## config.mk

```make
export PLATFORM = sky130hd
export DESIGN_NAME = word_phase_aligner
export DESIGN_NICKNAME = d
export VERILOG_FILES = /design/src/rtl/wpa_pkg.sv /design/src/rtl/wpa_sync.sv /design/src/rtl/wpa_word_counter.sv /design/src/rtl/wpa_align_ctrl.sv /design/src/rtl/wpa_monitor.sv /design/src/rtl/word_phase_aligner.sv
export SDC_FILE = /design/constraint.sdc
export NUM_CORES = 1
export LEC_CHECK = 0
export BUFFER_PORTS_ARGS = -buffer_cell sky130_fd_sc_hd__buf_2
export CORE_MARGIN = 3
export CORE_UTILIZATION = 52
export CTS_BUF_LIST = sky130_fd_sc_hd__clkbuf_16
export CTS_CLUSTER_DIAMETER = 40
export CTS_CLUSTER_SIZE = 25
export DETAILED_ROUTE_END_ITERATION = 8
export PLACE_DENSITY = 0.72
export SYNTH_ARGS = -nofsm -noshare
export SYNTH_HDL_FRONTEND = slang
export SYNTH_HIERARCHICAL = 1
export SYNTH_SLANG_ARGS = --single-unit
export TNS_END_PERCENT = 20
```

## constraint.sdc

```tcl
create_clock -name clk -period 2.7 [get_ports clk]
set_input_delay 0.135 -clock clk [delete_from_list [all_inputs] [get_ports clk]]
set_output_delay 0.135 -clock clk [all_outputs]
set_load 0.01 [all_outputs]
```

## src/rtl/wpa_pkg.sv

```systemverilog
`timescale 1ns/1ps
package wpa_pkg;
   // circular distance of a counter value from zero on a ring of size modulus
   function automatic int ring_distance(input int value, input int modulus);
      int v;
      v = value % modulus;
      return (v > modulus / 2) ? (modulus - v) : v;
   endfunction
endpackage

```

## src/rtl/wpa_sync.sv

```systemverilog
`timescale 1ns/1ps
module wpa_sync #(
   parameter int STAGES = 2,
   parameter int WIDTH  = 1,
   parameter logic [WIDTH-1:0] RESET_VAL = '0
) (
   input  logic             clk,
   input  logic             rst_n,
   input  logic [WIDTH-1:0] d,
   output logic [WIDTH-1:0] q
);
   localparam int CHAIN_W = STAGES * WIDTH;

   logic [CHAIN_W-1:0] chain;

   always_ff @(posedge clk or negedge rst_n) begin
      if (!rst_n) chain <= {STAGES{RESET_VAL}};
      else        chain <= {chain[CHAIN_W-WIDTH-1:0], d};
   end

   assign q = chain[CHAIN_W-1 -: WIDTH];
endmodule

```

## src/rtl/wpa_word_counter.sv

```systemverilog
`timescale 1ns/1ps
module wpa_word_counter #(
   parameter int WORD_BITS = 16
) (
   input  logic                         clk,
   input  logic                         rst_n,
   input  logic                         enable,
   input  logic                         realign,
   output logic [$clog2(WORD_BITS)-1:0] phase,
   output logic                         load_strobe
);
   localparam int CW = $clog2(WORD_BITS);
   localparam logic [CW-1:0] LAST = CW'(WORD_BITS - 1);
   localparam bit POW2 = ((1 << CW) == WORD_BITS);

   logic [CW-1:0] next_phase;

   generate
      if (POW2) begin : g_wrap_free
         assign next_phase = phase + CW'(1);
      end else begin : g_wrap_cmp
         assign next_phase = (phase == LAST) ? '0 : phase + CW'(1);
      end
   endgenerate

   always_ff @(posedge clk or negedge rst_n) begin
      if (!rst_n)       phase <= '0;
      else if (enable) begin
         if (realign)   phase <= '0;
         else           phase <= next_phase;
      end
   end

   assign load_strobe = rst_n && (phase == LAST);
endmodule

```

## src/rtl/wpa_align_ctrl.sv

```systemverilog
`timescale 1ns/1ps
module wpa_align_ctrl
   import wpa_pkg::*;
#(
   parameter int WORD_BITS   = 16,
   parameter int DRIFT_LIMIT = 6
) (
   input  logic                         clk,
   input  logic                         rst_n,
   input  logic                         enable,
   input  logic                         ref_sync,
   input  logic                         req_n_sync,
   input  logic [$clog2(WORD_BITS)-1:0] phase,
   output logic                         align_evt,
   output logic                         force_evt
);
   logic ref_prev;
   logic have_ref;
   logic armed;
   logic ref_rise;
   logic drifted;

   assign ref_rise  = enable && ref_sync && !ref_prev;
   assign drifted   = have_ref && (ring_distance(int'(phase), WORD_BITS) > DRIFT_LIMIT);
   assign force_evt = ref_rise && armed && !req_n_sync;
   assign align_evt = ref_rise && (force_evt || !have_ref || drifted);

   always_ff @(posedge clk or negedge rst_n) begin
      if (!rst_n) begin
         ref_prev <= 1'b0;
         have_ref <= 1'b0;
         armed    <= 1'b1;
      end else begin
         ref_prev <= ref_sync;
         if (align_evt) have_ref <= 1'b1;
         if (force_evt) armed    <= 1'b0;
      end
   end
endmodule

```

## src/rtl/wpa_monitor.sv

```systemverilog
`timescale 1ns/1ps
module wpa_monitor #(
   parameter int MON_DELAY    = 3,
   parameter int MON_WIDTH    = 12,
   parameter int INVALID_BITS = 16
) (
   input  logic clk,
   input  logic rst_n,
   input  logic enable,
   input  logic trigger,
   output logic mon_pulse,
   output logic bits_invalid
);
   localparam int SPAN = (MON_WIDTH > INVALID_BITS) ? MON_WIDTH : INVALID_BITS;
   localparam int LAST = MON_DELAY + SPAN - 1;
   localparam int TW   = $clog2(LAST + 1);

   logic [TW-1:0] timer;

   always_ff @(posedge clk or negedge rst_n) begin
      if (!rst_n)                 timer <= '0;
      else if (!enable)           timer <= '0;
      else if (trigger)           timer <= TW'(1);
      else if (timer != '0)       timer <= (int'(timer) == LAST) ? '0 : timer + TW'(1);
   end

   assign mon_pulse    = (int'(timer) >= MON_DELAY) && (int'(timer) < MON_DELAY + MON_WIDTH);
   assign bits_invalid = (int'(timer) >= MON_DELAY) && (int'(timer) < MON_DELAY + INVALID_BITS);
endmodule

```

## src/rtl/word_phase_aligner.sv

```systemverilog
`timescale 1ns/1ps
module word_phase_aligner #(
   parameter int WORD_BITS    = 16,
   parameter int SYNC_STAGES  = 2,
   parameter int DRIFT_LIMIT  = 6,
   parameter int MON_DELAY    = 3,
   parameter int MON_WIDTH    = 12,
   parameter int INVALID_BITS = 16
) (
   input  logic                         clk,
   input  logic                         rst_n,
   input  logic                         clockless_mode,
   input  logic                         adj_req_n,
   input  logic                         data_bit0,
   output logic [$clog2(WORD_BITS)-1:0] word_phase,
   output logic                         load_strobe,
   output logic                         mon_pulse,
   output logic                         bits_invalid
);
   localparam int CW = $clog2(WORD_BITS);

   generate
      if (WORD_BITS < 4) begin : g_bad_word
         $error("WORD_BITS must be at least 4");
      end
      if (SYNC_STAGES < 2) begin : g_bad_sync
         $error("SYNC_STAGES must be at least 2");
      end
      if (DRIFT_LIMIT < 1 || DRIFT_LIMIT >= WORD_BITS / 2) begin : g_bad_drift
         $error("DRIFT_LIMIT must lie between 1 and WORD_BITS/2-1");
      end
      if (MON_DELAY < 1 || MON_WIDTH < 1 || INVALID_BITS < 1) begin : g_bad_mon
         $error("monitor timing parameters must be positive");
      end
   endgenerate

   logic [1:0] raw_in;
   logic [1:0] sync_out;
   logic       ref_sync;
   logic       req_n_sync;
   logic       align_evt;
   logic       force_evt;

   assign raw_in = {adj_req_n, data_bit0};

   wpa_sync #(
      .STAGES   (SYNC_STAGES),
      .WIDTH    (2),
      .RESET_VAL(2'b10)
   ) u_sync (
      .clk  (clk),
      .rst_n(rst_n),
      .d    (raw_in),
      .q    (sync_out)
   );

   assign req_n_sync = sync_out[1];
   assign ref_sync   = sync_out[0];

   wpa_align_ctrl #(
      .WORD_BITS  (WORD_BITS),
      .DRIFT_LIMIT(DRIFT_LIMIT)
   ) u_ctrl (
      .clk       (clk),
      .rst_n     (rst_n),
      .enable    (clockless_mode),
      .ref_sync  (ref_sync),
      .req_n_sync(req_n_sync),
      .phase     (word_phase),
      .align_evt (align_evt),
      .force_evt (force_evt)
   );

   wpa_word_counter #(
      .WORD_BITS(WORD_BITS)
   ) u_cnt (
      .clk        (clk),
      .rst_n      (rst_n),
      .enable     (clockless_mode),
      .realign    (align_evt),
      .phase      (word_phase),
      .load_strobe(load_strobe)
   );

   wpa_monitor #(
      .MON_DELAY   (MON_DELAY),
      .MON_WIDTH   (MON_WIDTH),
      .INVALID_BITS(INVALID_BITS)
   ) u_mon (
      .clk         (clk),
      .rst_n       (rst_n),
      .enable      (clockless_mode),
      .trigger     (align_evt),
      .mon_pulse   (mon_pulse),
      .bits_invalid(bits_invalid)
   );

   logic [CW-1:0] unused_cw;
   assign unused_cw = '0;
endmodule

```

-- Word-level counts from Yosys, hierarchy flattened
Cells that the tools add are included.
- reductions and logical operators: 15
- eq/ne operators: 3
- $add $sub $neg: 3
- magnitude comparators: 5
- mux-type cells: 6
- operators with widths (operator ; number):
    $gt 32x4->1 const B ; 1
    $mux 32 ; 1
    $mux 5 ; 4
    $logic_and 1x1->1 ; 9
    $sub 5x4->6 const A ; 1
    $add 5x1->5 const B ; 1
    $eq 5x5->1 const B ; 1
    $ge 5x2->1 const B ; 1
    $lt 5x4->1 const B ; 1
    $lt 5x5->1 const B ; 1
    $reduce_bool 5->1 ; 1
    $add 4x1->4 const B ; 1
    $eq 4x4->1 const B ; 1
    $gt 4x4->1 const B ; 1
    $mux 4 ; 1
    $logic_not 1->1 ; 3
    $ne 3x1->1 const B ; 1
    $logic_or 1x1->1 ; 2
- output and inout bits: 7
- word-level logic and storage cells: 38
- input bits: 5
- bits in registers: 16

-- Longest topological paths before layout
Gate-level depths: netlist of the first run.
- word-level depth: 9
- mapped depth: 9
- gate-level depth less buffers: 9

-- Modules after synthesis
The synthesis of the first run kept the hierarchy.
- by module, submodules not included (module ; seq. area each (µm²) ; instances ; cells each ; area each (µm²)):
    wpa_monitor ; 125.1 ; 1 ; 34 ; 361.6
    wpa_word_counter ; 100.1 ; 1 ; 21 ; 209.0
    wpa_align_ctrl ; 76.3 ; 1 ; 18 ; 178.9
    wpa_sync ; 102.6 ; 1 ; 6 ; 117.6

-- Least setup slack after synthesis of the first run
OpenSTA, ideal clock, no wires.
- path kind: reg-to-reg
- from: reg u_cnt.phase[0]
- to: reg u_mon.timer[1]
- path slack: 598 ps
- path buffers: 0
- setup time: 110 ps
- period minus slack after synthesis: 2102 ps
- stages on the path, launching flop included: 10
- data required time: 2590 ps
- arrival time: 1991 ps
- path through: dfrtp_1 > inv_1 > ha_1 > nand2_1 > o21ai_0 > o2111ai_1 > a41oi_1 > nand2b_1 > or3b_1 > o41ai_1
- cells in the longest elaborated chain, start to end: 8
- elaborated cells on any way between the ends: 10
- those cells by class: 1 x add/sub; 2 x order compare; 1 x eq/ne; 3 x mux; 3 x reduce/logical
- RTL lines (what ; line ; text):
    from (decl) ; wpa_word_counter.sv:9 ; output logic [$clog2(WORD_BITS)-1:0] phase,
    from (signal assigned) ; wpa_word_counter.sv:30 ; else phase <= next_phase;
    $sub 5x4->6 or $gt 4x4->1 (tied branches) ; wpa_pkg.sv:7 ; return (v > modulus / 2) ? (modulus - v) : v;
    $mux 32 * ; wpa_pkg.sv:7 ;
    $gt 32x4->1 * ; wpa_align_ctrl.sv:24 ; assign drifted = have_ref && (ring_distance(int'(phase), WORD_BITS) > DRIFT_LIMIT);
    $logic_and 1x1->1 * ; wpa_align_ctrl.sv:24 ;
    $logic_or 1x1->1 * ; wpa_align_ctrl.sv:26 ; assign align_evt = ref_rise && (force_evt || !have_ref || drifted);
    $logic_and 1x1->1 * ; wpa_align_ctrl.sv:26 ;
    named net align_evt ; word_phase_aligner.sv:41 ; logic align_evt;
    $mux 5 ; wpa_monitor.sv:23 ; else if (trigger) timer <= TW'(1);
    $mux 5 ; wpa_monitor.sv:22 ; else if (!enable) timer <= '0;
    to (signal assigned) ; wpa_monitor.sv:24 ; else if (timer != '0) timer <= (int'(timer) == LAST) ? '0 : timer + TW'(1);
    to (decl) ; wpa_monitor.sv:18 ; logic [TW-1:0] timer;
The timed path passes the listed nets; every way through them passes the cells marked *.
A chain may end at the register's enable or synchronous reset.

-- Worst setup path after layout of the first run
Ends and elaborated chain as after synthesis.

==> metrics.yaml, run 1 <==
yosysWarnings: 6
drtAntennaViolNets: 0
r2r_setup_slack_ns: 0.35
grt_antenna_before_repair: 0
gp_congestion: 0.791
grt_overflow_total: 0
fin_crit_sh: 0.870
synthCells: 78
multi_input_area_um2: 395
maxCapViolCount: 0
cts_resized: 0
die_area_mm2: 0.00218
rr_worst_depth: 9
endpoint: "u_mon/timer[1]$_DFFE_PN0P_"
power_leakage_nw: 0.477
cts_buffer_depth: 2
fin_skew_ns: 0.00345
final_util: 0.667
grt_pass1_wl_mm: 2.34
syn_area_um2: 860
hold_class: "in2reg"
tightest_slew_ns: 0.496
cp-end-kind: "flip-flop"
cts_tree: "built"
drive_above_1_share: 0.258
grt_pass1_vias: 531
syn_nets: 88
ir_drop_mv: 0.512
worst_slack_ns: 0.352
diodes: 0
synth_area_per_cell_um2: 11.0
ctsRootBufferMaster: "clkbuf_16"
crit_chain: "inv_1 > ha_1 > nand2_1 > o21ai_0 > o2111ai_1 > a41oi_1 > nand2b_1 > or3b_1 > o41ai_1"
dr.pass1.iters: 4
worstPathArrival_ns: 2.47
startpoint_type: "flip-flop"
clk_latency_ns: 0.24
holdWs_ns: 0.219
grt_max_degree: 18
dp_hpwl_mm: 1.08
relSlewSlack: 0.665
layout_min_cycle_time_ns: 2.35
powerDensity_mw_per_mm2: 863
r2r_start: "u_cnt/phase[0]$_DFFE_PN0P_"
h-tree-depth: 1
pre_cts_slack_ns: 0.387
core_mm2: 0.00152
wirelength_mm: 1.48
worst-setup-path-type: "reg2reg"
syn2layout_area_growth_pct: 18.3
grt_setup_unrepaired: "false"
clkSlewWorstSetupHoldPaths_ns: 0.05
chipHeight_um: 46.7
fmax_ghz: 0.426
grt_use_total: 0.159
setup_tns_ns: 0
maxSlewViolCount: 0
rows: 14
status: "finished, final reports clean"
worstPathMaxFanout: 9
portBuffers: 11
cp_slowest_cell: "dfrtp_1"
ioPinCount: 12
wire_per_inst_um: 13.6
setup.worst_path.start: "u_cnt/phase[0]$_DFFE_PN0P_"
routed_via_density: 5.58
dpl_cell_area_um2: 908
regArea_um2: 404
post_cts.repair.setup_buffers: 0
reg2reg_to: "u_mon/timer[1]$_DFFE_PN0P_"
drtIter0Drc: 10
fillCellCount: 122
finalHoldViolations: 0
die_w_um: 46.7
cts_buffers: 3
final_area_mm2: 0.00102
fin_nets: 104
cts.sinks: 16
cp_slowest_stage_delay_ns: 0.46
via_count: 608
post-route-drc-count: 0
setup_viol: 0
start_util: 0.564
cp.required_ns: 2.82
==> per-layer routing <==
| layer | GRT usage | up-vias | part of all wire |
|---|---|---|---|
| met4 | 0.0663 | 0 | 0.013 |
| met2 | 0.266 | 15 | 0.51 |
| met5 | 0 | - | 0 |
| met3 | 0.0469 | 2 | 0.048 |
| li1 | - | 307 | - |
| met1 | 0.188 | 284 | 0.43 |
==> cells in the final DEF, fill, tap and decap left out, types with 2 or more instances in the layout <==
cell type,count
a21oi_1,2
buf_2,11
clkbuf_16,3
dfrtp_1,13
dfstp_2,3
dlygate4sd3_1,3
ha_1,5
inv_1,8
mux2_2,2
mux2i_1,2
nand2_1,4
nand2b_1,3
nand3_1,3
nand3b_1,2
nor2_1,3
o21ai_0,2
o22ai_1,2
xor2_1,2
==> worst min path at each step <==
| stage | end | cells past startpoint | start | slack (ns) |
|---|---|---|---|---|
| final | u_cnt/phase[1]$_DFFE_PN0P_ | 2 | clockless_mode | 0.22 |
| after global routing | u_cnt/phase[2]$_DFFE_PN0P_ | 2 | clockless_mode | 0.25 |
| after CTS | u_cnt/phase[3]$_DFFE_PN0P_ | 2 | clockless_mode | 0.21 |
| after detailed placement | u_cnt/phase[3]$_DFFE_PN0P_ | 1 | rst_n | 0.07 |
| after global placement | u_cnt/phase[2]$_DFFE_PN0P_ | 1 | rst_n | 0.06 |
| after floorplan | u_cnt/phase[0]$_DFFE_PN0P_ | 0 | rst_n | -0.16 |
==> per-stage QoR <==
stage,power (mW),instances
after floorplan,0.520,78
after global placement,0.586,102
after detailed placement,0.601,102
after CTS,0.891,109
after global routing,0.942,109
final,0.878,109
==> flip-flops by register name (all words and copies together) (netlist names) <==
register and count:
u_ctrl/have_ref 1, u_mon/timer 5, u_ctrl/armed 1, u_cnt/phase 4, u_sync/chain 4, u_ctrl/ref_prev 1
==> timing repair <==
action	in CTS	in global routing
hold endpoints to repair	15	0
hold buffers	3	0
endpoints found under the setup margin	0	0
==> area by class of cell <==
cell class                 instances  share of cell area
clock buffer                       3              0.0738
clock inverter                     1             0.00369
inverter                           9              0.0332
multi-input combinational         50               0.389
sequential                        16               0.397
tap                               16              0.0197
timing repair buffer              14              0.0836
==> power breakdown <==
group / switching, mW / internal, mW / total, mW
Clock: 0.0849 / 0.196 / 0.281
Sequential: 0.0596 / 0.279 / 0.339
Combinational: 0.130 / 0.130 / 0.259
==> worst max-delay path: cells and delay by family, from the launching register on <==
| family | cells | cell delay, ns |
|---|---|---|
| simple gates | 3 | 0.75 |
| compound gates | 4 | 0.64 |
| flops | 1 | 0.46 |
| fa+ha+maj | 1 | 0.29 |
| buf+inv | 1 | 0.07 |
No activity file was read; power rests on OpenSTA's default activity.
==> run 2, diff against run 1 <==
--- a/config.mk
+++ b/config.mk
@@ -8,7 +8,7 @@
 export BUFFER_PORTS_ARGS = -buffer_cell sky130_fd_sc_hd__buf_2
 export CORE_MARGIN = 3
 export CORE_UTILIZATION = 52
-export CTS_BUF_LIST = sky130_fd_sc_hd__clkbuf_16
+export CTS_BUF_LIST = sky130_fd_sc_hd__clkbuf_4 sky130_fd_sc_hd__clkbuf_8 sky130_fd_sc_hd__clkbuf_16
 export CTS_CLUSTER_DIAMETER = 40
 export CTS_CLUSTER_SIZE = 25
 export DETAILED_ROUTE_END_ITERATION = 8
==> run 2 against run 1 <==
Net effect:
- final area is 4.2% lower
- wire length is 1.8% lower
- flip-flop and latch count stayed put
- sequential share of layout area is 1.7 points higher
- worst hold slack worse by 0.038 ns
- largest cell class unchanged
- largest power group unchanged
- highest routed layer unchanged
==> metrics.yaml, run 2 (synthesized netlist as in run 1, its figures left out) <==
grt_overflow_total: 0  # unchanged
rows: 14  # unchanged
cp.required_ns: 2.88  # +0.06 ns
busiest_layer: "met2"
regMostFlops: "u_mon/timer"
crit_chain: "inv_1 > ha_1 > nand2_1 > o21ai_0 > o2111ai_1 > a41oi_1 > nand2b_1 > or3b_1 > o41ai_1"
core_mm2: 0.00152  # unchanged
path_buf_inv: 1  # unchanged
grt_pass1_wl_mm: 2.30  # -1.5%
wire_per_inst_um: 13.4  # -1.8%
chipHeight_um: 46.7  # unchanged
largest_reg_flops: 5  # unchanged
grt_setup_unrepaired: "false"
diodes: 0  # unchanged
worst-setup-path-type: "reg2reg"
via_count: 606  # -0.33%
r2r_setup_slack_ns: 0.39  # +0.04 ns
grt_max_degree: 18  # unchanged
post-route-drc-count: 0  # unchanged
status: "finished, final reports clean"
setup_tns_ns: 0  # unchanged
worstPathArrival_ns: 2.49  # +0.02 ns
tightest_slew_ns: 0.489  # -0.00757 ns
cts_buffers: 3  # unchanged
cpLargestDelayFamily: "simple AND/OR/NAND/NOR gates"
cp_slowest_stage_delay_ns: 0.48  # +0.02 ns
worstPathMaxFanout: 9  # unchanged
multi_input_area_um2: 395  # unchanged
dr.pass1.iters: 4  # unchanged
drtAntennaViolNets: 0  # unchanged
fin_nets: 104  # unchanged
power_leakage_nw: 0.459  # -3.7%
fin_skew_ns: 0.00341  # -0.0000366 ns
finalHoldViolations: 0  # unchanged
cp_slowest_cell: "dfrtp_1"
layout_commonest_cell: "dfrtp_1"
cts.sinks: 16  # unchanged
drtIter0Drc: 9  # -1
grt_antenna_before_repair: 0  # unchanged
layout_min_cycle_time_ns: 2.31  # -0.0384 ns
clk_latency_ns: 0.28  # +0.04 ns
total_power_uw: 752  # -14%
routed_via_density: 5.56  # -0.33%
startpoint_type: "flip-flop"
layout_common_cells: "dfrtp_1, buf_2, inv_1"
use_met1: 0.200  # +0.0127
use_met2: 0.242  # -0.0247
start_util: 0.564  # unchanged
maxCapViolCount: 0  # unchanged
hold_class: "in2reg"
die_w_um: 46.7  # unchanged
cp-end-kind: "flip-flop"
fillCellCount: 128  # +4.9%
clkSlewWorstSetupHoldPaths_ns: 0.10  # +0.05 ns
relSlewSlack: 0.670  # +0.00511
die_area_mm2: 0.00218  # unchanged
maxSlewViolCount: 0  # unchanged
grt_pass1_vias: 505  # -4.9%
syn2layout_area_growth_pct: 13.4
cts_tree: "built"
grt.met3_usage: 0.0469  # unchanged
reg.largest.list: "u_mon/timer (5), u_cnt/phase (4), u_sync/chain (4)"
portBuffers: 11  # unchanged
ioPinCount: 12  # unchanged
gp_congestion: 0.791  # unchanged
dp_hpwl_mm: 1.08  # unchanged
ctsRootBufferMaster: "clkbuf_4"
cts_buffer_depth: 2  # unchanged
setup_viol: 0  # unchanged
ir_drop_mv: 0.400  # -22%
h-tree-depth: 1  # unchanged
drive_above_1_share: 0.269  # +0.0108
regArea_um2: 404  # unchanged
fin_crit_sh: 0.855  # -0.0142
wirelength_mm: 1.46  # -1.8%
fmax_ghz: 0.433  # +1.7%
grt_use_total: 0.153  # -0.00549
powerDensity_mw_per_mm2: 772  # -11%
-- run 2: through the flow --
stage           util  worst slack, ns  area, um2  std cells  hold slack, ns
2_1_floorplan      -            0.598        860         78          -0.161
3_3_place_gp   0.596            0.463        908        102          0.0603
3_5_place_dp   0.596            0.387        908        102          0.0668
4_1_cts        0.640            0.365        975        109           0.163
5_1_grt        0.640            0.217        975        109           0.193
6_report       0.640            0.390        975        109           0.181
-- run 2: final timing paths --
check                                                start                         end  depth (start not counted)
worst max-delay path            u_cnt/phase[0]$_DFFE_PN0P_  u_mon/timer[1]$_DFFE_PN0P_                          9
worst min register to register   u_sync/chain[0]$_DFF_PN0_   u_sync/chain[2]$_DFF_PN0_                          0
min in group asynchronous                            rst_n  u_cnt/phase[2]$_DFFE_PN0P_                          2
worst min-delay path                        clockless_mode  u_cnt/phase[3]$_DFFE_PN0P_                          2
worst max register to register  u_cnt/phase[0]$_DFFE_PN0P_  u_mon/timer[1]$_DFFE_PN0P_                          9
max in group asynchronous                            rst_n   u_sync/chain[3]$_DFF_PN1_                          2
-- run 2: power breakdown --
part	total (mW)	leakage (nW)	internal, mW	switching, mW
registers	0.337	0.188	0.278	0.0594
clock network	0.156	0.0210	0.0820	0.0743
logic	0.259	0.250	0.129	0.130
-- run 2: layer usage --
layer / routed length (um) / vias up
met1: 674 / 285
met2: 711 / 13
li1: - / 306
met4: 14 / 0
met3: 57 / 2
met5: 0 / -
-- run 2: worst reg2reg max path, delay by kind of cell (launching register included) --
family / cells / cell delay (ns)
compound gates: 4 / 0.62
flops: 1 / 0.48
simple gates: 3 / 0.75
buf+inv: 1 / 0.07
fa+ha+maj: 1 / 0.29
-- run 2: area by class of cell --
type / count / share of cell area
flip-flops and latches: 16 / 0.415
multi-input cells: 50 / 0.406
repair buffers: 14 / 0.0873
clock buffers: 4 / 0.0372
inverters: 9 / 0.0347
well taps: 16 / 0.0205
-- run 2: what timing repair did --
action / in CTS / in global routing
buffers inserted: 0 / 0
endpoints found under the hold margin: 15 / 0
gates resized for setup: 0 / 0
hold buffers: 3 / 0
==> run 3, diff against run 2 <==
--- a/config.mk
+++ b/config.mk
@@ -6,13 +6,16 @@
 export NUM_CORES = 1
 export LEC_CHECK = 0
 export BUFFER_PORTS_ARGS = -buffer_cell sky130_fd_sc_hd__buf_2
+export CELL_PAD_IN_SITES_DETAIL_PLACEMENT = 1
+export CELL_PAD_IN_SITES_GLOBAL_PLACEMENT = 1
 export CORE_MARGIN = 3
-export CORE_UTILIZATION = 52
+export CORE_UTILIZATION = 43
 export CTS_BUF_LIST = sky130_fd_sc_hd__clkbuf_4 sky130_fd_sc_hd__clkbuf_8 sky130_fd_sc_hd__clkbuf_16
 export CTS_CLUSTER_DIAMETER = 40
 export CTS_CLUSTER_SIZE = 25
 export DETAILED_ROUTE_END_ITERATION = 8
-export PLACE_DENSITY = 0.72
+export PLACE_DENSITY = 0.75
+export SLEW_MARGIN = 20
 export SYNTH_ARGS = -nofsm -noshare
 export SYNTH_HDL_FRONTEND = slang
 export SYNTH_HIERARCHICAL = 1
==> run 3 against run 2 <==
Net effect:
- worst hold slack got worse by 0.033 ns
- sequential power increased by 1%
- clock power increased by 3%
- critical endpoint unchanged
- cell count increased by 9.2%
- non-clock buffer count increased by 1
- utilization decreased by 8.8 points
- first-iteration DRC count decreased by 33%
- critical path type unchanged
- clock skew increased by 0.0099 ns
==> metrics.yaml, run 3 (synthesized netlist as in run 1, its figures left out) <==
grt_overflow_total: 0  # unchanged
ioPinCount: 12  # unchanged
powerDensity_mw_per_mm2: 773  # about the same
holdWs_ns: 0.148  # -0.0332 ns
relSlewSlack: 0.762  # +0.0922
fin_skew_ns: 0.0133  # +0.00991 ns
drive_above_1_share: 0.277  # +0.00778
chipHeight_um: 50.7  # +8.7%
fmax_ghz: 0.455  # +5.0%
routed_via_density: 5.17  # -7.0%
largest_reg_flops: 5  # unchanged
fin_crit_sh: 0.815  # -0.0409
die_area_mm2: 0.00257  # +18%
cts_resized: 0  # unchanged
cts.sinks: 16  # unchanged
grt_use_total: 0.148  # -0.00520
layout_commonest_cell: "dfrtp_1"
setup_tns_ns: 0  # unchanged
cp.required_ns: 2.89  # about the same
cts_buffer_depth: 2  # unchanged
die_w_um: 50.7  # +8.7%
finalHoldViolations: 0  # unchanged
cts_tree: "built"
dp_hpwl_mm: 1.20  # +11%
dr.pass1.iters: 4  # unchanged
cp-end-kind: "flip-flop"
cts_buffers: 3  # unchanged
start_util: 0.477  # -0.0870
wirelength_mm: 1.61  # +10%
power_leakage_nw: 0.465  # +1.2%
startpoint_type: "flip-flop"
hold_class: "in2reg"
dpl_cell_area_um2: 927  # +2.1%
post-route-drc-count: 0  # unchanged
regMostFlops: "u_mon/timer"
core_mm2: 0.00180  # +18%
worst-setup-path-type: "reg2reg"
maxCapViolCount: 0  # unchanged
grt_max_degree: 18  # unchanged
grt_setup_unrepaired: "false"
maxSlewViolCount: 0  # unchanged
gp_congestion: 0.770  # -2.7%
wire_per_inst_um: 13.5  # +1.2%
syn2layout_area_growth_pct: 15.6
clkSlewWorstSetupHoldPaths_ns: 0.10  # about the same
ir_drop_mv: 0.474  # +19%
grt_antenna_before_repair: 0  # unchanged
fillCellCount: 206  # +61%
ctsRootBufferMaster: "clkbuf_4"
h-tree-depth: 1  # unchanged
worstPathArrival_ns: 2.39  # -0.10 ns
multi_input_area_um2: 395  # unchanged
grt_pass1_vias: 619  # +23%
layout_min_cycle_time_ns: 2.20  # -0.111 ns
post_cts.repair.setup_buffers: 0  # unchanged
portBuffers: 11  # unchanged
diodes: 0  # unchanged
fin_nets: 105  # +0.96%
clk_latency_ns: 0.29  # about the same
rows: 15  # +1
drtIter0Drc: 6  # -3
setup_viol: 0  # unchanged
via_count: 615  # +1.5%
tightest_slew_ns: 0.355  # -0.134 ns
status: "finished, final reports clean"
drtAntennaViolNets: 0  # unchanged
final_area_um2: 993  # +1.9%
worstPathMaxFanout: 9  # unchanged
grt_pass1_wl_mm: 2.83  # +23%
regArea_um2: 404  # unchanged
reg.largest.list: "u_mon/timer (5), u_cnt/phase (4), u_sync/chain (4)"
layout_common_cells: "dfrtp_1, buf_2, inv_1"
-- run 3: metrics by stage --
stage	setup slack [ns]	cells	util	total power, mW
after CTS	0.507	119	0.551	0.778
after global placement	0.626	112	0.515	0.590
after detailed placement	0.537	112	0.515	0.611
final	0.501	119	0.551	0.768
after floorplan	0.598	78	-	0.520
after global routing	0.262	119	0.551	0.837
-- run 3: metal layers --
metal	part of all wire	global-route usage	vias to the layer above
met5	0	0	-
met4	0.0075	0.0404	0
met3	0.040	0.0564	2
met2	0.48	0.246	10
met1	0.47	0.179	296
li1	-	-	307
-- run 3: what timing repair did --
action	in CTS	in global routing
endpoints found under the hold margin	15	0
setup endpoints to repair	0	0
hold buffers	3	0
-- run 3: final timing paths --
kind | from | depth (start not counted) | end | slack, ns
min in group asynchronous | rst_n | 2 | u_mon/timer[1]$_DFFE_PN0P_ | 0.29
max reg2reg | u_cnt/phase[0]$_DFFE_PN0P_ | 9 | u_mon/timer[1]$_DFFE_PN0P_ | 0.50
max | u_cnt/phase[0]$_DFFE_PN0P_ | 9 | u_mon/timer[1]$_DFFE_PN0P_ | 0.50
max in group asynchronous | rst_n | 2 | u_sync/chain[3]$_DFF_PN1_ | 2.09
min reg2reg | u_sync/chain[0]$_DFF_PN0_ | 0 | u_sync/chain[2]$_DFF_PN0_ | 0.35
min | clockless_mode | 2 | u_cnt/phase[2]$_DFFE_PN0P_ | 0.15
-- run 3: worst max-delay path, cell delays in order, from the launching register on --
cell       delay [ns]
dfrtp_1          0.49
inv_1            0.08
ha_1             0.29
nand2_1          0.08
o21ai_0          0.09
o2111ai_1        0.23
a41oi_1          0.17
nand2b_1         0.24
or3b_1           0.37
o41ai_1          0.07
-- run 3: final cells by class --
class,instances,share of cell area
Inverter,9,0.0340
Clock buffer,4,0.0365
Multi-Input combinational cell,50,0.398
Timing Repair Buffer,15,0.0932
Sequential cell,16,0.407
Tap cell,25,0.0315
-- run 3: power breakdown --
group	internal, mW	switching, mW	total (mW)
logic	0.133	0.134	0.267
registers	0.278	0.0630	0.341
clock network	0.0821	0.0782	0.160
